`src/rtl/irq_hub_pkg.sv`:
```
package irq_hub_pkg;
  localparam int unsigned DATA_W      = 12;
  localparam int unsigned CTL_LEVEL   = 8;
  localparam int unsigned CTL_CONV_EN = 7;
  localparam int unsigned CTL_XF_EN   = 6;
  localparam int unsigned ST_PEND     = 11;
  localparam int unsigned ST_XF       = 1;
  localparam int unsigned ST_CONV     = 0;

  typedef enum logic {
    SEL_CTRL = 1'b0,
    SEL_STAT = 1'b1
  } reg_sel_e;

  typedef struct packed {
    logic level;
    logic conv_en;
    logic xf_en;
  } ctl_t;

  typedef struct packed {
    logic pend;
    logic xf;
    logic conv;
  } flags_t;
endpackage

```
`src/rtl/irq_hub_ctrl.sv`:
```
module irq_hub_ctrl
  import irq_hub_pkg::*;
#(
  parameter int unsigned DW = DATA_W
) (
  input  logic          clk,
  input  logic          rst_n,
  input  logic          wr_ctl,
  input  logic [DW-1:0] wdata,
  output ctl_t          ctl
);
  ctl_t ctl_d;
  logic unused_wbits;

  assign unused_wbits = ^wdata;

  always_comb begin
    ctl_d = ctl;
    if (wr_ctl) begin
      ctl_d.level   = wdata[CTL_LEVEL];
      ctl_d.conv_en = wdata[CTL_CONV_EN];
      ctl_d.xf_en   = wdata[CTL_XF_EN];
    end
  end

  always_ff @(posedge clk or negedge rst_n) begin
    if (!rst_n) ctl <= '0;
    else        ctl <= ctl_d;
  end

  // a control write is taken at the next edge
  a_r2_ctl_write: assert property (@(posedge clk) disable iff (!rst_n)
    wr_ctl |=> (ctl.level == $past(wdata[CTL_LEVEL]))
            && (ctl.conv_en == $past(wdata[CTL_CONV_EN]))
            && (ctl.xf_en == $past(wdata[CTL_XF_EN])));
  a_r2_ctl_hold: assert property (@(posedge clk) disable iff (!rst_n)
    !wr_ctl |=> $stable(ctl));
endmodule

```
`src/rtl/irq_hub_status.sv`:
```
module irq_hub_status
  import irq_hub_pkg::*;
(
  input  logic   clk,
  input  logic   rst_n,
  input  ctl_t   ctl,
  input  logic   conv_evt,
  input  logic   xf_evt,
  input  logic   rd_stat,
  output flags_t flags,
  output logic   fire
);
  logic   fire_conv, fire_xf;
  flags_t base, flags_d;

  assign fire_conv = conv_evt & ctl.conv_en;
  assign fire_xf   = xf_evt & ctl.xf_en;
  assign fire      = fire_conv | fire_xf;

  always_comb begin
    base         = rd_stat ? '0 : flags;
    flags_d.conv = base.conv | fire_conv;
    flags_d.xf   = base.xf | fire_xf;
    flags_d.pend = base.pend | fire;
  end

  always_ff @(posedge clk or negedge rst_n) begin
    if (!rst_n) flags <= '0;
    else        flags <= flags_d;
  end

  a_r3_conv_sets: assert property (@(posedge clk) disable iff (!rst_n)
    (conv_evt && ctl.conv_en) |=> (flags.conv && flags.pend));
  a_r4_xf_sets: assert property (@(posedge clk) disable iff (!rst_n)
    (xf_evt && ctl.xf_en) |=> (flags.xf && flags.pend));
  a_r5_disabled_quiet: assert property (@(posedge clk) disable iff (!rst_n)
    (!(conv_evt && ctl.conv_en) && !(xf_evt && ctl.xf_en) && !rd_stat) |=> $stable(flags));
  a_r6_read_clears: assert property (@(posedge clk) disable iff (!rst_n)
    (rd_stat && !conv_evt && !xf_evt) |=> (flags == '0));
  a_r9_collide_conv: assert property (@(posedge clk) disable iff (!rst_n)
    (rd_stat && conv_evt && ctl.conv_en) |=> (flags.conv && flags.pend));
endmodule

```
`src/rtl/irq_hub_rdport.sv`:
```
module irq_hub_rdport
  import irq_hub_pkg::*;
#(
  parameter int unsigned DW = DATA_W
) (
  input  logic          clk,
  input  logic          rst_n,
  input  logic          rd_en,
  input  reg_sel_e      sel,
  input  ctl_t          ctl,
  input  flags_t        flags,
  output logic [DW-1:0] rdata
);
  logic [DW-1:0] word, rdata_d;

  always_comb begin
    word = '0;
    if (sel == SEL_STAT) begin
      word[ST_PEND] = flags.pend;
      word[ST_XF]   = flags.xf;
      word[ST_CONV] = flags.conv;
    end else begin
      word[CTL_LEVEL]   = ctl.level;
      word[CTL_CONV_EN] = ctl.conv_en;
      word[CTL_XF_EN]   = ctl.xf_en;
    end
    rdata_d = rd_en ? word : rdata;
  end

  always_ff @(posedge clk or negedge rst_n) begin
    if (!rst_n) rdata <= '0;
    else        rdata <= rdata_d;
  end

  a_r6_status_returned: assert property (@(posedge clk) disable iff (!rst_n)
    (rd_en && sel == SEL_STAT) |=> (rdata[ST_PEND] == $past(flags.pend))
      && (rdata[ST_XF] == $past(flags.xf)) && (rdata[ST_CONV] == $past(flags.conv)));
endmodule

```
`src/rtl/irq_hub_line.sv`:
```
module irq_hub_line (
  input  logic clk,
  input  logic rst_n,
  input  logic fire,
  input  logic level,
  input  logic pend,
  output logic pull
);
  logic pulse_q, pulse_d;

  assign pulse_d = fire;

  always_ff @(posedge clk or negedge rst_n) begin
    if (!rst_n) pulse_q <= 1'b0;
    else        pulse_q <= pulse_d;
  end

  assign pull = level ? pend : pulse_q;
endmodule

```
`src/rtl/irq_hub.sv`:
```
module irq_hub
  import irq_hub_pkg::*;
#(
  parameter int unsigned DW = DATA_W
) (
  input  logic          clk,
  input  logic          rst_n,
  input  logic          bus_sel,
  input  logic          bus_wr,
  input  logic          bus_rd,
  input  logic [DW-1:0] bus_wdata,
  output logic [DW-1:0] bus_rdata,
  input  logic          conv_done,
  input  logic          xform_done,
  output logic          irq_pull_low
);
  reg_sel_e sel;
  ctl_t     ctl;
  flags_t   flags;
  logic     wr_ctl, rd_stat, fire;

  assign sel     = reg_sel_e'(bus_sel);
  assign wr_ctl  = bus_wr && (sel == SEL_CTRL);
  assign rd_stat = bus_rd && (sel == SEL_STAT);

  irq_hub_ctrl #(.DW(DW)) u_ctrl (
    .clk(clk), .rst_n(rst_n), .wr_ctl(wr_ctl), .wdata(bus_wdata), .ctl(ctl)
  );

  irq_hub_status u_status (
    .clk(clk), .rst_n(rst_n), .ctl(ctl), .conv_evt(conv_done),
    .xf_evt(xform_done), .rd_stat(rd_stat), .flags(flags), .fire(fire)
  );

  irq_hub_rdport #(.DW(DW)) u_rd (
    .clk(clk), .rst_n(rst_n), .rd_en(bus_rd), .sel(sel), .ctl(ctl),
    .flags(flags), .rdata(bus_rdata)
  );

  irq_hub_line u_line (
    .clk(clk), .rst_n(rst_n), .fire(fire), .level(ctl.level),
    .pend(flags.pend), .pull(irq_pull_low)
  );

  // pulse mode releases the line unless an event was just accepted
  a_r7_single_pulse: assert property (@(posedge clk) disable iff (!rst_n)
    (!ctl.level && !fire && !wr_ctl) |=> !irq_pull_low);
  a_r7_pulse_follows: assert property (@(posedge clk) disable iff (!rst_n)
    (fire && !wr_ctl) |=> irq_pull_low);
  // level mode holds the line until the status read
  a_r8_level_hold: assert property (@(posedge clk) disable iff (!rst_n)
    (ctl.level && irq_pull_low && !rd_stat && !wr_ctl) |=> irq_pull_low);
  a_r8_level_release: assert property (@(posedge clk) disable iff (!rst_n)
    (ctl.level && rd_stat && !fire && !wr_ctl) |=> !irq_pull_low);
endmodule

```
`config.mk`:
```
export PLATFORM = sky130hd
export DESIGN_NAME = irq_hub
export DESIGN_NICKNAME = d
export VERILOG_FILES = /design/src/rtl/irq_hub_pkg.sv /design/src/rtl/irq_hub_ctrl.sv /design/src/rtl/irq_hub_status.sv /design/src/rtl/irq_hub_rdport.sv /design/src/rtl/irq_hub_line.sv /design/src/rtl/irq_hub.sv
export SDC_FILE = /design/constraint.sdc
export NUM_CORES = 1
export LEC_CHECK = 0
export ABC_AREA = 1
export BUFFER_PORTS_ARGS = -buffer_cell sky130_fd_sc_hd__buf_2
export CAP_MARGIN = 20
export CORE_MARGIN = 2
export CORE_UTILIZATION = 41
export CTS_CLUSTER_DIAMETER = 40
export DETAILED_ROUTE_END_ITERATION = 8
export PLACE_DENSITY = 0.75
export SLEW_MARGIN = 20
export SYNTH_ARGS = -nofsm -noshare
export SYNTH_HDL_FRONTEND = slang
export SYNTH_SLANG_ARGS = --single-unit
export TNS_END_PERCENT = 5
```
`constraint.sdc`:
```
create_clock -name clk -period 0.87 [get_ports clk]
set_input_delay 0.1305 -clock clk [delete_from_list [all_inputs] [get_ports clk]]
set_output_delay 0.1305 -clock clk [all_outputs]
set_load 0.01 [all_outputs]
```
==> results.rst, run 1 <==
.. list-table::
   :header-rows: 1

   * - Metric
     - Value
   * - Arrival time reported for the critical path endpoint
     - 940 ps
   * - Relative contribution of combinational cells to total power
     - 0.184
   * - Wire length per cell after detailed routing
     - 9.89 um
   * - HPWL Detailed
     - 751 um
   * - Final weighted congestion in routability-driven placement
     - 0.697
   * - Floorplan core area
     - 0.00128 sq mm
   * - DRC violation count after routing
     - 0
   * - CP Buf/Inv Count
     - 1
   * - Area fraction of the dominant cell type after synthesis
     - 0.578
   * - Root buffer cell
     - sky130_fd_sc_hd__clkbuf_4
   * - Initial standard-cell utilization of the core
     - 0.438
   * - Series of cell instances along the critical path
     - nand2_1 -> o21ai_1 -> buf_2
   * - Clock slew seen by the registers of the worst setup and hold paths
     - 80 ps
   * - Number of flops mapped to enable cells by yosys
     - 0
   * - Number of port buffers
     - 16
   * - Mean instance size in the synthesized netlist
     - 8.80 sq um
   * - Register bit total from synthesis
     - 13
   * - Post-Synthesis Cells
     - 64
   * - CP Class
     - reg -> out
   * - IO Pins
     - 32
   * - Share of layout cells above drive strength 1
     - 0.282
   * - # setup viols final
     - 7
   * - Clock Skews
     - 4.53 ps
   * - Number of filler cells placed in the layout
     - 128
   * - Peak fanout along the critical path
     - 3
   * - RSZ-0062 raised after global routing
     - true
   * - Slowest CP cell
     - sky130_fd_sc_hd__dfrtp_1
   * - Highest-utilization routing layer at the global route stage
     - met2
   * - M2 GR Usage
     - 0.238
   * - Sequential group share of total power
     - 0.544
   * - Total number of yosys warnings
     - 0
   * - TritonCTS sink count
     - 13
   * - Number of nets with antenna violations after routing
     - 0
   * - Max Buffers Root-to-Sink
     - 2
   * - Class of the tightest hold or removal check
     - in -> reg
   * - Global-route wire length before repair
     - 1660 um
   * - Crit path largest cell delay
     - 400 ps
   * - Total number of vias
     - 449
   * - Cell Pwr Density
     - 1980 mW/mm^2
   * - Mapped cell area
     - 563 sq um
   * - Tot Pwr
     - 1.35 mW
   * - Library cells used by synthesis
     - 10
   * - Final core utilization
     - 0.531
   * - Antenna cell count
     - 0
   * - Met1 track demand over resource
     - 0.192
   * - Later-pin clock latency in the skew report
     - 270 ps
   * - Chip width
     - 41.1 um
   * - Height of the die
     - 41.1 um
   * - Violations in the final reports
     - setup timing
   * - Total detailed-routing wirelength
     - 989 um
   * - Worst Slack Setup Final
     - -198 ps
   * - Met3 routing resource usage after global routing
     - 0.0489
   * - Logic depth of the worst path, buffers included
     - 3
   * - Die outline area
     - 0.00169 sq mm
   * - Pin count of the biggest net entering global routing
     - 14
   * - Vias in the first global route
     - 430
   * - Setup TNS after final layout
     - -510 ps
   * - Minimum clock period
     - 1070 ps
   * - Static leakage
     - 0.408 nW
   * - Max-capacitance violation count
     - 0
   * - CP required
     - 740 ps
   * - Part of the Yosys area used for sequential elements
     - 0.578
   * - Layout-stage area growth over the synthesis result
     - 21.1%
   * - Psw
     - 0.379 mW
   * - Post-synth top flop
     - sky130_fd_sc_hd__dfrtp_1
   * - Overall track demand over capacity in global routing
     - 0.158
   * - Average via count per standard cell
     - 4.49
   * - Path depth of the worst reg2reg path
     - 4
   * - Count of H-tree levels built during CTS
     - 1
   * - Number of search-and-repair iterations in the first detailed-routing pass
     - 4
   * - Number of buffers created by CTS
     - 3
   * - Hold Path Stages
     - 3
   * - Cell row count
     - 13
   * - Post-layout net count
     - 105
   * - Max Slew Vio Count
     - 0
   * - Worst IR drop on VDD
     - 1020 uV
   * - Remaining Overflow, GRT
     - 0
   * - Type of destination of the critical path
     - output port
   * - Type of origin of the critical path
     - flop
   * - CP delay by family, top
     - flip-flops
   * - Relative contribution of the clock network to total power
     - 0.272
   * - Post-synthesis cell type with the largest combined area
     - sky130_fd_sc_hd__dfrtp_1
   * - CTS tree
     - done
   * - Count of routing violations after the opening detailed-route iteration
     - 8
   * - Initial antenna violation count
     - 0
   * - Leading cell type by number of instances after synthesis
     - sky130_fd_sc_hd__nand2_1
   * - Final hold vios
     - 0
   * - Post-synthesis async set-or-reset flop share
     - 1.00
   * - Most common library cells after synthesis
     - sky130_fd_sc_hd__nand2_1 (28), sky130_fd_sc_hd__dfrtp_1 (13), sky130_fd_sc_hd__nand3_1 (10), sky130_fd_sc_hd__buf_4 (6), sky130_fd_sc_hd__inv_1 (2)
   * - Maximum clock frequency
     - 937 MHz
   * - Final worst path period share
     - 1.23
   * - Dominant cells by area after synthesis
     - sky130_fd_sc_hd__dfrtp_1 (58%), sky130_fd_sc_hd__nand2_1 (19%), sky130_fd_sc_hd__nand3_1 (8.9%)
   * - Net Sw Frac
     - 0.281
   * - Internal power summed over all cells
     - 0.969 mW
   * - Result of the run
     - complete, but fails checks
-- final cells by class --
cell class / instances / area, sq um / share of cell area
sequential: 13 / 325 / 0.477
multi-input combinational: 46 / 191 / 0.281
timing repair buffer: 19 / 109 / 0.160
clock buffer: 4 / 26.3 / 0.0385
tap: 15 / 18.8 / 0.0275
inverter: 3 / 11.3 / 0.0165
-- worst register-to-register path, cell delays in order, from the launching register on --
cell	delay, ps
sky130_fd_sc_hd__dfrtp_1	400
sky130_fd_sc_hd__buf_4	140
sky130_fd_sc_hd__buf_6	110
sky130_fd_sc_hd__nand3_1	70
sky130_fd_sc_hd__nand2_1	50
-- power groups by stage --
stage               registers, mW  logic [mW]  clock network (mW)
floorplan                   0.752       0.133                   0
CTS                         0.733       0.234               0.373
detailed placement          0.745       0.228                   0
global route                0.745       0.285               0.403
finish                      0.733       0.248               0.367
global placement            0.741       0.221                   0
-- stage by stage --
stage	hold WS, ps	std cells	setup WS [ps]	cell area [sq um]
6_report	81.1	100	-198	682
5_1_grt	103	100	-249	682
4_1_cts	78.9	99	-194	668
3_5_place_dp	27.9	94	71.6	632
3_3_place_gp	19.8	94	30.5	632
2_1_floorplan	-165	69	62.4	582
-- registers in the layout, summed over array words and instances (netlist names) --
| register | cells |
|---|---|
| u_rd.rdata | 6 |
| u_ctrl.ctl | 3 |
| u_status.flags | 3 |
| u_line.pulse_q | 1 |
-- cells in the final DEF, fill, tap and decap left out, drive strengths merged --
cell / Yosys / routed
o21ai: 1 / 1
clkbuf: 0 / 4
nand3: 10 / 10
dfrtp: 13 / 13
buf: 7 / 18
nand2: 29 / 29
inv: 3 / 3
dlygate4sd3: 0 / 1
conb: 1 / 6
-- cells by family after synthesis --
group | count (synthesis) | synth area share
and+or+nand+nor | 39 | 0.287
buffers and inverters | 10 | 0.120
other | 1 | 0.00666
AOI/OAI and AO/OA | 1 | 0.00888
DFF | 13 | 0.578
-- final timing paths --
path	start	to	slack, ps
setup reg to reg	u_ctrl.ctl[2]	u_rd.rdata[8]	10
setup / recovery	u_ctrl.ctl[2]	irq_pull_low	-200
max in group asynchronous	rst_n	u_ctrl.ctl[1]	390
min in group asynchronous	rst_n	u_status.flags[0]	260
hold reg to reg	u_rd.rdata[11]	u_rd.rdata[11]	480
hold / removal	bus_wdata[8]	u_ctrl.ctl[2]	80
-- layer usage --
layer  wire [um]  part of all wire  vias to the layer above
met2         470              0.48                       17
met4          10             0.010                        0
met3          73             0.074                        2
met1         435              0.44                      200
met5           0                 0                        -
li1            -                 -                      230
-- what timing repair did --
item | CTS | global route
buffers inserted | 0 | 1
endpoints found under the setup margin | 7 | 7
hold endpoints to repair | 13 | 0
gates cloned | 0 | 0
hold buffers | 1 | 0
pin swaps | 1 | 0
gates resized for setup | 1 | 2
(Power assumes the default switching activity.)
==> run 2: changes to the inputs <==
==> constraint.sdc (replaced) <==
create_clock -name clk -period 0.87 [get_ports clk]
set_input_delay 0.174 -clock clk [delete_from_list [all_inputs] [get_ports clk]]
set_output_delay 0.174 -clock clk [all_outputs]
set_load 0.01 [all_outputs]
==> run 2 against run 1 <==
  * The run still ends with setup timing left
  * Flip-flop and latch count stayed put
  * Setup slack worse by 31 ps
  * Combinational power hardly changed
  * Non-clock buffer count stayed put
  * Cell area stayed put
==> results.rst, run 2 (synthesis results as in run 1) <==
.. list-table::
   :header-rows: 1

   * - Metric
     - Value
   * - Type of origin of the critical path
     - flop
   * - Crit path from
     - u_ctrl.ctl[2]
   * - Number of nets with antenna violations after routing
     - 0
   * - Pin count of the biggest net entering global routing
     - 14
   * - Number of buffers created by CTS
     - 3
   * - Met3 routing resource usage after global routing
     - 0.0326
   * - Overall track demand over capacity in global routing
     - 0.153
   * - Total detailed-routing wirelength
     - 972 um
   * - Minimum clock period
     - 1100 ps
   * - Total number of vias
     - 439
   * - Number of search-and-repair iterations in the first detailed-routing pass
     - 4
   * - Arrival time reported for the critical path endpoint
     - 920 ps
   * - Most common library cell in the layout ignoring fill and taps
     - sky130_fd_sc_hd__nand2_1
   * - Clock slew seen by the registers of the worst setup and hold paths
     - 70 ps
   * - Final weighted congestion in routability-driven placement
     - 0.703
   * - Class of the tightest hold or removal check
     - in -> reg
   * - Height of the die
     - 41.1 um
   * - Max Buffers Root-to-Sink
     - 2
   * - Average via count per standard cell
     - 4.39
   * - Worst IR drop on VDD
     - 967 uV
   * - RSZ-0062 raised after global routing
     - true
   * - Register with the most flip-flops
     - u_rd.rdata
   * - CP Class
     - reg -> out
   * - Static leakage
     - 0.408 nW
   * - DRC violation count after routing
     - 0
   * - # setup viols final
     - 7
   * - Share of layout cells above drive strength 1
     - 0.271
   * - Vias in the first global route
     - 416
   * - Count of H-tree levels built during CTS
     - 1
   * - Highest-utilization routing layer at the global route stage
     - met2
   * - Setup bufs post-CTS
     - 0
   * - Wire length per cell after detailed routing
     - 9.72 um
   * - Die outline area
     - 0.00169 sq mm
   * - Number of port buffers
     - 16
   * - Initial standard-cell utilization of the core
     - 0.438
   * - Number of filler cells placed in the layout
     - 136
   * - Global-route wire length before repair
     - 1640 um
   * - Path depth of the worst reg2reg path
     - 3
   * - Remaining Overflow, GRT
     - 0
   * - Clock Skews
     - 2.07 ps
   * - Worst slack after detailed placement
     - 28.8 ps
   * - Most used cells in the layout excluding fill and tap cells
     - sky130_fd_sc_hd__nand2_1 (28), sky130_fd_sc_hd__buf_2 (15), sky130_fd_sc_hd__dfrtp_1 (13), sky130_fd_sc_hd__nand3_1 (10), sky130_fd_sc_hd__conb_1 (6)
   * - Later-pin clock latency in the skew report
     - 270 ps
   * - Number of flip-flops under the largest register name
     - 6
   * - TritonCTS sink count
     - 13
   * - IO Pins
     - 32
   * - Worst hold path startpoint
     - bus_wdata[8]
   * - Peak fanout along the critical path
     - 3
   * - Worst Slack Setup Final
     - -229 ps
   * - Final hold vios
     - 0
   * - Cell Pwr Density
     - 1960 mW/mm^2
   * - Tot Pwr
     - 1.33 mW
   * - Cell row count
     - 13
   * - Initial antenna violation count
     - 0
   * - R2R Path Start
     - u_ctrl.ctl[2]
   * - CTS tree
     - done
   * - Final worst path period share
     - 1.26
   * - Chip width
     - 41.1 um
   * - M2 GR Usage
     - 0.246
   * - Largest regs
     - u_rd.rdata (6), u_ctrl.ctl (3), u_status.flags (3)
   * - Met1 track demand over resource
     - 0.190
   * - Type of destination of the critical path
     - output port
   * - Setup TNS after final layout
     - -750 ps
   * - Layout-stage area growth over the synthesis result
     - 21.1%
   * - Root buffer cell
     - sky130_fd_sc_hd__clkbuf_4
   * - CP required
     - 700 ps
   * - Floorplan core area
     - 0.00128 sq mm
   * - Max Slew Vio Count
     - 0
   * - Result of the run
     - complete, but fails checks
   * - Post-layout net count
     - 105
   * - Maximum clock frequency
     - 910 MHz
   * - HPWL Detailed
     - 746 um
   * - Max-capacitance violation count
     - 0
   * - Antenna cell count
     - 0
   * - Hold Path Stages
     - 3
   * - Violations in the final reports
     - setup timing
   * - Count of routing violations after the opening detailed-route iteration
     - 16
-- run 2: layer usage --
layer  share of wire  vias up
met2            0.49       19
met1            0.43      190
met5               0        -
met3           0.077        0
li1                -      230
met4               0        0
-- run 2: critical path, stage by stage (launching register included) --
cell	delay, ps
sky130_fd_sc_hd__dfrtp_1	400
sky130_fd_sc_hd__o21ai_1	120
sky130_fd_sc_hd__buf_2	140
-- run 2: through the flow --
| stage | std cells | utilization | cell area (sq um) | hold slack [ps] |
|---|---|---|---|---|
| 6_report | 100 | 0.531 | 682 | 133 |
| 5_1_grt | 100 | 0.531 | 682 | 150 |
| 4_1_cts | 100 | 0.526 | 676 | 127 |
| 3_5_place_dp | 95 | 0.498 | 639 | 72.1 |
| 3_3_place_gp | 95 | 0.498 | 639 | 62.6 |
| 2_1_floorplan | 69 | - | 582 | -122 |
-- run 2: layout make-up --
class	instances	area [sq um]	area share
Inverter	3	11.3	0.0165
Clock buffer	4	26.3	0.0385
Tap cell	15	18.8	0.0275
Sequential cell	13	325	0.477
Timing Repair Buffer	19	111	0.163
Multi-Input combinational cell	46	189	0.277
-- run 2: where the power goes --
part           internal [mW]  leakage (nW)  switching [mW]
clock network          0.177        0.0150           0.175
logic                  0.110         0.230           0.138
registers              0.685         0.163          0.0475
total                  0.973         0.408           0.361
-- run 2: worst paths after layout --
path / slack, ps / to
max: -230 / irq_pull_low
min: 130 / u_ctrl.ctl[2]
max reg2reg: 100 / u_rd.rdata[8]
min reg2reg: 480 / u_rd.rdata[0]
max in group asynchronous: 320 / u_rd.rdata[1]
min in group asynchronous: 330 / u_status.flags[2]
-- run 2: what timing repair did --
action,in CTS,in global routing
setup endpoints to repair,7,7
endpoints found under the hold margin,13,0
hold buffers,1,0
cloned,0,0
gates resized for setup,1,1
pin swaps,1,0
